### config.mk
export PLATFORM = sky130hd
export DESIGN_NAME = pio_port
export DESIGN_NICKNAME = d
export VERILOG_FILES = /design/src/rtl/pio_pkg.sv /design/src/rtl/pio_sync.sv /design/src/rtl/pio_regs.sv /design/src/rtl/pio_out_mux.sv /design/src/rtl/pio_in_route.sv /design/src/rtl/pio_port.sv
export SDC_FILE = /design/constraint.sdc
export NUM_CORES = 1
export LEC_CHECK = 0
export BUFFER_PORTS_ARGS = -buffer_cell sky130_fd_sc_hd__buf_2
export CAP_MARGIN = 40
export CORE_MARGIN = 10
export CORE_UTILIZATION = 49
export DETAILED_ROUTE_END_ITERATION = 16
export GPL_ROUTABILITY_DRIVEN = 1
export PLACE_DENSITY = 0.76
export SETUP_SLACK_MARGIN = 0.4
export SLEW_MARGIN = 20
export SYNTH_ARGS = -nofsm -noshare
export SYNTH_HDL_FRONTEND = slang
export SYNTH_SLANG_ARGS = --single-unit
### constraint.sdc
create_clock -name clk_i -period 1 [get_ports clk_i]
set_input_delay 0.15 -clock clk_i [delete_from_list [all_inputs] [get_ports clk_i]]
set_output_delay 0.15 -clock clk_i [all_outputs]
set_load 0.05 [all_outputs]
### src/rtl/pio_pkg.sv
package pio_pkg;
  typedef enum logic [1:0] {
    REG_MODE = 2'd0,
    REG_ALT  = 2'd1,
    REG_DIR  = 2'd2,
    REG_DATA = 2'd3
  } pio_reg_e;
endpackage

### src/rtl/pio_sync.sv
module pio_sync #(
  parameter int unsigned W = 32
) (
  input  logic         clk_i,
  input  logic         rst_ni,
  input  logic [W-1:0] d_i,
  output logic [W-1:0] q_o
);
  logic [W-1:0] meta_q, sync_q;

  always_ff @(posedge clk_i or negedge rst_ni) begin
    if (!rst_ni) begin
      meta_q <= '0;
      sync_q <= '0;
    end else begin
      meta_q <= d_i;
      sync_q <= meta_q;
    end
  end

  assign q_o = sync_q;
endmodule

### src/rtl/pio_regs.sv
module pio_regs
  import pio_pkg::*;
#(
  parameter int unsigned N_PINS = 32,
  localparam int unsigned N_BYTES = N_PINS / 8
) (
  input  logic               clk_i,
  input  logic               rst_ni,
  input  logic               wr_i,
  input  logic               rd_i,
  input  logic [1:0]         addr_i,
  input  logic [N_BYTES-1:0] be_i,
  input  logic [N_PINS-1:0]  wdata_i,
  input  logic [N_PINS-1:0]  pin_sync_i,
  output logic [N_PINS-1:0]  mode_o,
  output logic [N_PINS-1:0]  alt_o,
  output logic [N_PINS-1:0]  dir_o,
  output logic [N_PINS-1:0]  latch_o,
  output logic [N_PINS-1:0]  rdata_o
);
  pio_reg_e     sel;
  logic [N_PINS-1:0] rd_mux;

  assign sel = pio_reg_e'(addr_i);

  for (genvar b = 0; b < N_BYTES; b++) begin : g_byte
    always_ff @(posedge clk_i or negedge rst_ni) begin
      if (!rst_ni) begin
        mode_o[8*b +: 8]  <= '0;
        alt_o[8*b +: 8]   <= '0;
        dir_o[8*b +: 8]   <= '0;
        latch_o[8*b +: 8] <= '0;
      end else if (wr_i && be_i[b]) begin
        unique case (sel)
          REG_MODE: mode_o[8*b +: 8]  <= wdata_i[8*b +: 8];
          REG_ALT:  alt_o[8*b +: 8]   <= wdata_i[8*b +: 8];
          REG_DIR:  dir_o[8*b +: 8]   <= wdata_i[8*b +: 8];
          REG_DATA: latch_o[8*b +: 8] <= wdata_i[8*b +: 8];
        endcase
      end
    end
  end

  // data reads return the pin, never the latch
  always_comb begin
    unique case (sel)
      REG_MODE: rd_mux = mode_o;
      REG_ALT:  rd_mux = alt_o;
      REG_DIR:  rd_mux = dir_o;
      REG_DATA: rd_mux = pin_sync_i;
    endcase
  end

  always_ff @(posedge clk_i or negedge rst_ni) begin
    if (!rst_ni)   rdata_o <= '0;
    else if (rd_i) rdata_o <= rd_mux;
  end
endmodule

### src/rtl/pio_out_mux.sv
module pio_out_mux #(
  parameter int unsigned N_PINS = 32,
  parameter int unsigned OFS    = 16
) (
  input  logic [N_PINS-1:0] mode_i,
  input  logic [N_PINS-1:0] alt_i,
  input  logic [N_PINS-1:0] dir_i,
  input  logic [N_PINS-1:0] latch_i,
  input  logic [N_PINS-1:0] periph_out_i,
  output logic [N_PINS-1:0] pad_o,
  output logic [N_PINS-1:0] pad_oe_o
);
  for (genvar p = 0; p < N_PINS; p++) begin : g_pin
    localparam int unsigned ALT_SIG = (p + OFS) % N_PINS;
    logic ded_val;

    assign ded_val     = alt_i[p] ? periph_out_i[ALT_SIG] : periph_out_i[p];
    assign pad_oe_o[p] = dir_i[p];
    assign pad_o[p]    = !dir_i[p] ? 1'b0 : (mode_i[p] ? ded_val : latch_i[p]);
  end
endmodule

### src/rtl/pio_in_route.sv
module pio_in_route #(
  parameter int unsigned        N_PINS     = 32,
  parameter int unsigned        OFS        = 16,
  parameter logic [N_PINS-1:0]  IN_DEFAULT = '0
) (
  input  logic [N_PINS-1:0] mode_i,
  input  logic [N_PINS-1:0] alt_i,
  input  logic [N_PINS-1:0] dir_i,
  input  logic [N_PINS-1:0] pin_sync_i,
  output logic [N_PINS-1:0] periph_in_o
);
  logic [N_PINS-1:0] ded_in;

  assign ded_in = mode_i & ~dir_i;

  for (genvar k = 0; k < N_PINS; k++) begin : g_sig
    localparam int unsigned SEC_PIN = (k + N_PINS - OFS) % N_PINS;
    logic prim_sel, sec_sel;

    assign prim_sel = ded_in[k] && !alt_i[k];
    assign sec_sel  = ded_in[SEC_PIN] && alt_i[SEC_PIN];
    // primary wins; secondary only counts while primary is unselected
    assign periph_in_o[k] = prim_sel ? pin_sync_i[k] :
                            sec_sel  ? pin_sync_i[SEC_PIN] : IN_DEFAULT[k];
  end
endmodule

### src/rtl/pio_port.sv
module pio_port #(
  parameter int unsigned       N_PINS     = 32,
  parameter int unsigned       OFS        = 16,
  parameter logic [N_PINS-1:0] IN_DEFAULT = 32'h0F0F_3C3C,
  localparam int unsigned      N_BYTES    = N_PINS / 8
) (
  input  logic               clk_i,
  input  logic               rst_ni,
  input  logic               reg_wr_i,
  input  logic               reg_rd_i,
  input  logic [1:0]         reg_addr_i,
  input  logic [N_BYTES-1:0] reg_be_i,
  input  logic [N_PINS-1:0]  reg_wdata_i,
  output logic [N_PINS-1:0]  reg_rdata_o,
  input  logic [N_PINS-1:0]  pad_i,
  output logic [N_PINS-1:0]  pad_o,
  output logic [N_PINS-1:0]  pad_oe_o,
  input  logic [N_PINS-1:0]  periph_out_i,
  output logic [N_PINS-1:0]  periph_in_o
);
  logic [N_PINS-1:0] cfg_mode, cfg_alt, cfg_dir, out_latch, pin_sync;

  pio_sync #(.W(N_PINS)) i_sync (
    .clk_i  (clk_i),
    .rst_ni (rst_ni),
    .d_i    (pad_i),
    .q_o    (pin_sync)
  );

  pio_regs #(.N_PINS(N_PINS)) i_regs (
    .clk_i      (clk_i),
    .rst_ni     (rst_ni),
    .wr_i       (reg_wr_i),
    .rd_i       (reg_rd_i),
    .addr_i     (reg_addr_i),
    .be_i       (reg_be_i),
    .wdata_i    (reg_wdata_i),
    .pin_sync_i (pin_sync),
    .mode_o     (cfg_mode),
    .alt_o      (cfg_alt),
    .dir_o      (cfg_dir),
    .latch_o    (out_latch),
    .rdata_o    (reg_rdata_o)
  );

  pio_out_mux #(.N_PINS(N_PINS), .OFS(OFS)) i_out_mux (
    .mode_i       (cfg_mode),
    .alt_i        (cfg_alt),
    .dir_i        (cfg_dir),
    .latch_i      (out_latch),
    .periph_out_i (periph_out_i),
    .pad_o        (pad_o),
    .pad_oe_o     (pad_oe_o)
  );

  pio_in_route #(.N_PINS(N_PINS), .OFS(OFS), .IN_DEFAULT(IN_DEFAULT)) i_in_route (
    .mode_i      (cfg_mode),
    .alt_i       (cfg_alt),
    .dir_i       (cfg_dir),
    .pin_sync_i  (pin_sync),
    .periph_in_o (periph_in_o)
  );
endmodule

Word level (Yosys, flattened, before mapping)
Cells that the tools add are included.
Widths: inputs -> output; s select.
{ "word_totals": {"ff_bits": 224, "out_inout_bits": 128, "input_bits": 106, "wordCells": 302} }
{ "op_classes": {"mux": 161, "reduce_logical": 117, "eq_ne": 3, "bitwise_logic": 2} }
{ "ops": {"columns": ["operator", "count"], "rows": [
  ["$mux 1", 160],
  ["$pmux 32 s4", 1],
  ["$logic_and 1x1->1", 68],
  ["$and 32x32->32", 1],
  ["$logic_not 1->1", 32],
  ["$not 32->32", 1],
  ["$reduce_and 2->1", 16],
  ["$eq 2x2->1 const B", 2],
  ["$eq 2x1->1 const B", 1],
  ["$logic_not 2->1", 1]
]} }

Longest topological paths before layout
Gate-level depths: netlist of run 1.
{ "logic_depth": {"word_depth": 5, "ltp_mapped": 5, "depth_no_buf": 3} }

Hierarchy
A second synthesis of run 1 with hierarchy kept.
{ "hier_totals": {"hier_cells": 747, "hier_area_um2": 10538.9} }
{ "modules_own_cells": {"columns": ["module", "area_per_inst_um2", "instances", "cells_each"], "rows": [
  ["pio_regs", 7005.5, 1, 459],
  ["pio_sync", 1601.5, 1, 64],
  ["pio_in_route", 1051.0, 1, 96],
  ["pio_out_mux", 880.8, 1, 128]
]} }

Worst setup path before layout of run 1
Ideal clock, no wire load.
{ "synth_path": {"path_kind": "flip-flop to output port", "start": "register i_regs.dir_o[16]", "end": "output port periph_in_o[0]", "arrival_time_ns": 1.923, "setup_slack_ns": -1.073, "t_required_ns": 0.850, "stages_incl_launch_ff": 3, "cell_sequence": "dfrtp_1 nand4b_1 o21ai_0"} }
{ "synth_between": {"elab_chain_cells": 5} }
{ "synth_rtl": {"columns": ["element", "line_no", "rtl"], "rows": [
  ["start, declared", "pio_regs.sv:17", "output logic [N_PINS-1:0] dir_o,"],
  ["start signal, assigned by index", "pio_regs.sv:37", "REG_DIR: dir_o[8*b +: 8] <= wdata_i[8*b +: 8];"],
  ["$not 32->32", "pio_in_route.sv:14", "assign ded_in = mode_i & ~dir_i;"],
  ["$and 32x32->32", "pio_in_route.sv:14", null],
  ["$logic_and 1x1->1", "pio_in_route.sv:21", "assign sec_sel = ded_in[SEC_PIN] && alt_i[SEC_PIN];"],
  ["$mux 1", "pio_in_route.sv:24", "sec_sel ? pin_sync_i[SEC_PIN] : IN_DEFAULT[k];"],
  ["$mux 1", "pio_in_route.sv:23", "assign periph_in_o[k] = prim_sel ? pin_sync_i[k] :"],
  ["end, declared", "pio_port.sv:19", "output logic [N_PINS-1:0] periph_in_o"]
]} }
No other way between the ends.

Worst setup path after layout of run 1
{ "layout_path": {"start": "register i_regs.alt_o[5]", "end": "output port pad_o[5]"} }
{ "layout_between": {"elab_chain_cells": 3} }
{ "layout_rtl": {"columns": ["element", "line_no", "rtl"], "rows": [
  ["start, declared", "pio_regs.sv:16", "output logic [N_PINS-1:0] alt_o,"],
  ["start signal, assigned by index", "pio_regs.sv:36", "REG_ALT: alt_o[8*b +: 8] <= wdata_i[8*b +: 8];"],
  ["$mux 1", "pio_out_mux.sv:17", "assign ded_val = alt_i[p] ? periph_out_i[ALT_SIG] : periph_out_i[p];"],
  ["$mux 1 (2 in series)", "pio_out_mux.sv:19", "assign pad_o[p] = !dir_i[p] ? 1'b0 : (mode_i[p] ? ded_val : latch_i[p]);"],
  ["end, declared", "pio_port.sv:16", "output logic [N_PINS-1:0] pad_o,"]
]} }
No other way between the ends.

==> flow_summary.json, run 1 <==
{
  "place_ws_ps": -396.6,
  "final_cell_mix": "buf_6, buf_4, mux2_4, dfrtp_1, buf_2",
  "hold_class": "in2async",
  "wl_per_cell_um": 27.56,
  "setup_slack_ps": -899.5,
  "vias": 9573,
  "first_pass_iters": 5,
  "synth_compound_area_share_pct": 8.183,
  "clock_latency_ps": 530,
  "startpoint": "i_regs.alt_o[5]$_DFFE_PN0P_",
  "cts_tree": "done",
  "synth_area_leaders": "dfrtp_1, mux2_2, mux2_4",
  "powerDensity_nw_per_um2": 2160,
  "cp.arrival_ps": 1750,
  "routed_wl_mm": 44.59,
  "synth_xor_area_share_pct": 0,
  "die_y_um": 164.8,
  "floorplan.die_area_um2": 27160,
  "dp_cells": 1451,
  "fill_cells": 750,
  "synthCells": 772,
  "yosys.area_share.adder_pct": 0,
  "period_minus_slack_ps": 1900,
  "status": "finished, violations left",
  "maxSlewViolCount": 0,
  "reg2reg_from": "i_regs.dir_o[18]$_DFFE_PN0P_",
  "synth_warnings": 0,
  "start_util_pct": 50.29,
  "synthSimpleGateAreaFrac_pct": 12.35,
  "cts_hold_buf": 32,
  "synth_top_cell_area_share_pct": 54.55,
  "syn_avg_cell_area_um2": 13.31,
  "route.detailed.drc": 0,
  "h-tree-depth": 1,
  "core_um2": 20430,
  "maxSlewHeadroom_pct": 64.99,
  "synth-seq-cells": 224,
  "clock.fmax_ghz": 0.5264,
  "rsz0062_at_grt": "yes",
  "skew_ps": 18.31,
  "synth_area_um2": 10270,
  "setup_viol": 186,
  "worstMarginPinSlew_ps": 525.1,
  "worstReg2RegEnd": "i_regs.rdata_o[18]$_DFFE_PN0P_",
  "synth_top_family_by_area": "multiplexers",
  "rrSetupSlack_ps": -330,
  "muxShareOfSynthArea_pct": 23.28,
  "crit_required_ps": 850,
  "leakage_nw": 8.418,
  "grt_pass1_wl_mm": 59.15,
  "cts_buffer_depth": 3,
  "antenna_found_initial": 3,
  "numPortBuffers": 233,
  "drv_cap": 0,
  "nets": 1429,
  "gr-total-overflow": 0,
  "end_kind": "primary output",
  "track_usage_pct": 28.03,
  "hpwl_mm": 23.40,
  "root_buffer": "clkbuf_16",
  "hold_viol": 352,
  "whs_ps": -481.2,
  "clkSinkCount": 224,
  "synth_cell_type_count": 30,
  "drtAntennaViolNets": 0,
  "synth_top_cell_by_area": "dfrtp_1",
  "drt_iter0_markers": 637,
  "cts_buffers": 25,
  "synth_seq_area_share_pct": 54.55,
  "grt_pass1_vias": 10210,
  "fp.dieW_um": 164.8,
  "r2r_cells": 6,
  "period_share_pct": 190.0,
  "violations": "hold timing, setup timing",
  "area_growth_pct": 78.23,
  "num_io_pins": 234,
  "gp_congestion": 0.8648,
  "drive_above_1_share_pct": 73.17,
  "cts.reportedPaths.clkPinSlew_ps": 70,
  "ir_worst_vdd_uv": 1877,
  "start_kind": "flop",
  "final_common_cell": "buf_6",
  "rows": 52,
  "avgViaCountPerCell": 5.917,
  "criticalPathCategory": "reg2out",
  "grt_max_degree": 38,
  "path_max_fanout": 3,
  "stdcell_count": 1618,
  "syn_nets": 878
}
-- worst max path at each step --
stage | endpoint | depth (start not counted)
4_1_cts | periph_in_o[11] | 3
2_1_floorplan | periph_in_o[22] | 2
3_3_place_gp | i_regs.mode_o[25]$_DFFE_PN0P_ | 6
3_5_place_dp | i_regs.mode_o[24]$_DFFE_PN0P_ | 6
6_report | pad_o[5] | 5
5_1_grt | pad_o[5] | 5
-- synthesized netlist by cell type, drive strengths merged --
master / n
a211oi: 32
and2: 3
and3: 1
and3b: 2
buf: 17
clkbuf: 12
dfrtp: 224
mux2: 176
mux2i: 32
nand2: 59
nand2b: 1
nand4: 1
nand4b: 18
nand4bb: 16
nor2: 32
nor2b: 32
nor3: 1
nor3b: 33
o211a: 32
o21ai: 16
o22ai: 32
-- flip-flops by register name, summed over array words and instances, names as in the netlist --
name            flops
i_regs.dir_o       32
i_regs.rdata_o     32
i_regs.latch_o     32
i_regs.alt_o       32
i_regs.mode_o      32
i_sync.q_o         32
i_sync.meta_q      32
-- cell type report --
| type | instances | area [um^2] | area share [%] |
|---|---|---|---|
| repair buffers | 553 | 5444 | 29.73 |
| flip-flops and latches | 224 | 5729 | 31.29 |
| clock inverters | 10 | 56.30 | 0.3075 |
| diodes | 6 | 15.01 | 0.08199 |
| well taps | 270 | 337.8 | 1.845 |
| multi-input cells | 519 | 6033 | 32.95 |
| clock buffers | 36 | 696.9 | 3.806 |
-- per-stage QoR --
stage	hold WS (ps)	area [um^2]	power [W]	TNS (ps)	utilization, %
finish	-481.2	18310	0.03956	-80360	89.64
global placement	62.01	14400	0.02447	-57880	70.47
floorplan	-145.6	11360	0.02021	-27530	-
global route	-482.0	18300	0.04068	-85580	89.58
CTS	-483.4	17220	0.03664	-72780	84.27
detailed placement	62.48	14400	0.02480	-62430	70.47
-- cell families after synthesis --
kind of cell           count (synthesis)
AOI/OAI and AO/OA                    112
muxes                                208
buffers and inverters                 29
and+or+nand+nor                      199
DFF                                  224
-- repair_timing --
item | in CTS | in global routing
pin swaps | 81 | 61
gates cloned | 0 | 0
setup endpoints to repair | 288 | 288
buffers inserted | 39 | 44
endpoints found under the hold margin | 384 | 352
gates resized for setup | 422 | 176
-- where the power goes --
group | internal (W) | switching (W) | leakage, nW | total [W]
clock | 0.00485 | 0.00389 | 0.375 | 0.00874
combinational | 0.00939 | 0.00867 | 5.50 | 0.0181
sequential | 0.0107 | 0.00203 | 2.54 | 0.0128
-- per-layer routing --
layer  track usage (%)  up-vias  part of all wire (%)
li1                  -     3986                     -
met1             31.90     4905                    35
met2             49.52      530                    53
met3             6.771      150                   6.9
met4             11.27        2                   4.4
met5                 0        -                 0.027
-- critical path: stages (launching register included) --
cell	delay [ps]
dfrtp_1	410
buf_6	130
mux2i_1	280
nand2_1	120
o211a_1	150
buf_6	160
No activity file was read; power rests on OpenSTA's default activity.
==> run 2, diff against run 1 <==
--- a/config.mk
+++ b/config.mk
@@ -7,11 +7,13 @@
 export LEC_CHECK = 0
 export BUFFER_PORTS_ARGS = -buffer_cell sky130_fd_sc_hd__buf_2
 export CAP_MARGIN = 40
+export CORE_ASPECT_RATIO = 0.5
 export CORE_MARGIN = 10
 export CORE_UTILIZATION = 49
 export DETAILED_ROUTE_END_ITERATION = 16
 export GPL_ROUTABILITY_DRIVEN = 1
 export PLACE_DENSITY = 0.76
+export RECOVER_POWER = 25
 export SETUP_SLACK_MARGIN = 0.4
 export SLEW_MARGIN = 20
 export SYNTH_ARGS = -nofsm -noshare
==> flow_summary.json, run 2 (synthesis gave the netlist of run 1 again) <==
{
  "route.detailed.drc": 0,
  "crit_required_ps": 850,
  "core_um2": 20550,
  "place_ws_ps": -345.9,
  "violations": "hold timing, setup timing",
  "first_pass_iters": 6,
  "dp_cells": 1442,
  "crit_slowest_cell": "dfrtp_1",
  "final_common_cell": "buf_6",
  "crit_path_cell_trace": "buf_6 > mux2i_1 > nand2_1 > o211a_4 > buf_8",
  "gp_congestion": 0.8929,
  "track_usage_pct": 26.97,
  "ir_worst_vdd_uv": 1862,
  "floorplan.die_area_um2": 27510,
  "drv_cap": 0,
  "grt_use_met1_pct": 30.89,
  "period_share_pct": 196.6,
  "fp.dieW_um": 224.8,
  "clock.fmax_ghz": 0.5087,
  "rsz0062_at_grt": "yes",
  "grt_pass1_wl_mm": 58.04,
  "worstMarginPinSlew_ps": 921.5,
  "nets": 1430,
  "cts_buffers": 22,
  "die_y_um": 122.4,
  "r2r_cells": 6,
  "routed_wl_mm": 42.67,
  "skew_ps": 14.57,
  "maxSlewHeadroom_pct": 38.57,
  "rows": 37,
  "power_w": 0.03902,
  "gr-total-overflow": 0,
  "cts_hold_buf": 32,
  "cts_tree": "done",
  "cts.reportedPaths.clkPinSlew_ps": 70,
  "path_max_fanout": 3,
  "drive_above_1_share_pct": 70.75,
  "leakage_nw": 8.434,
  "start_util_pct": 49.99,
  "stdcell_count": 1617,
  "drtAntennaViolNets": 0,
  "grt_max_degree": 39,
  "status": "finished, violations left",
  "cts_buffer_depth": 3,
  "critPathMaxStageDelay_ps": 440,
  "powerDensity_nw_per_um2": 2146,
  "clkSinkCount": 224,
  "met3_usage_pct": 4.714,
  "wl_per_cell_um": 26.39,
  "setup_viol": 198,
  "period_minus_slack_ps": 1966,
  "cp.arrival_ps": 1820,
  "whs_ps": -266.6,
  "numPortBuffers": 233,
  "maxSlewViolCount": 0,
  "drt_iter0_markers": 691,
  "final_cell_mix": "buf_6, mux2_4, dfrtp_1, buf_2, buf_4",
  "hpwl_mm": 23.23,
  "setup_tns_ps": -80830,
  "vias": 9434,
  "hold_class": "in2async",
  "area_growth_pct": 76.95,
  "busiest_layer": "met2",
  "end_kind": "primary output",
  "start_kind": "flop",
  "setup_slack_ps": -966.0,
  "criticalPathCategory": "reg2out",
  "num_io_pins": 234,
  "h-tree-depth": 1,
  "globalRouteMet2Util_pct": 49.61,
  "fin_util_pct": 88.45,
  "grt_pass1_vias": 9987,
  "clock_latency_ps": 530,
  "root_buffer": "clkbuf_16",
  "antenna_found_initial": 5,
  "avgViaCountPerCell": 5.834,
  "hold_viol": 149
}
-- run 2: changes by cell type in the layout (fill, tap and decap cells not counted), moves of 12 or more --
| cell | previous run | this run |
|---|---|---|
| buf_4 | 133 | 101 |
| buf_6 | 205 | 236 |
| o22ai_1 | 2 | 17 |
| dfrtp_2 | 99 | 87 |
| o22ai_2 | 28 | 15 |
| dfrtp_1 | 125 | 137 |
-- run 2: final timing paths --
| check | start | to | slack [ps] |
|---|---|---|---|
| setup reg to reg | i_regs.mode_o[28]$_DFFE_PN0P_ | i_regs.rdata_o[28]$_DFFE_PN0P_ | -380 |
| setup / recovery | i_regs.alt_o[24]$_DFFE_PN0P_ | pad_o[24] | -970 |
| hold / removal | rst_ni | i_regs.rdata_o[13]$_DFFE_PN0P_ | -270 |
| max in group asynchronous | rst_ni | i_regs.dir_o[29]$_DFFE_PN0P_ | 70 |
| hold reg to reg | i_sync.meta_q[7]$_DFF_PN0_ | i_sync.q_o[7]$_DFF_PN0_ | 350 |
| min in group clk_i | reg_wdata_i[7] | i_regs.alt_o[7]$_DFFE_PN0P_ | -90 |
-- run 2: stage by stage --
step           cell area [um^2]  hold slack (ps)
3_3_place_gp              14370            40.65
6_report                  18180           -266.6
4_1_cts                   17310           -512.3
3_5_place_dp              14370            43.98
5_1_grt                   18180           -238.6
2_1_floorplan             11360           -145.6
-- run 2: layout make-up --
class / instances / area [um^2]
clock buffer: 33 / 651.9
sequential: 224 / 5714
clock inverter: 7 / 57.56
timing repair buffer: 557 / 5567
fill: 796 / 2374
tap: 273 / 341.6
antenna: 4 / 10.01
multi-input combinational: 519 / 5839
-- run 2: metal layers --
layer	vias to the layer above	part of all wire, %
met5	-	0.021
met4	2	5.1
met3	170	6.3
met2	460	52
met1	4822	36
li1	3980	-
-- run 2: power by group --
part / internal (W) / leakage (nW) / total (W) / switching [W]
logic: 0.00953 / 5.52 / 0.0181 / 0.00854
registers: 0.0107 / 2.56 / 0.0126 / 0.00188
clock network: 0.00456 / 0.354 / 0.00837 / 0.00381
-- run 2: repair_timing --
action	4_1_cts	5_1_grt
setup endpoints to repair	288	288
hold endpoints to repair	384	352
pin swaps	92	48
setup buffers	44	55
resized for setup	461	122
-- run 2: worst max-delay path: cells and delay by family (launching register included) --
family,cells,cell delay [ps]
AOI/OAI and AO/OA,1,170
buffers and inverters,2,280
DFF,1,440
muxes,1,240
and+or+nand+nor,1,150
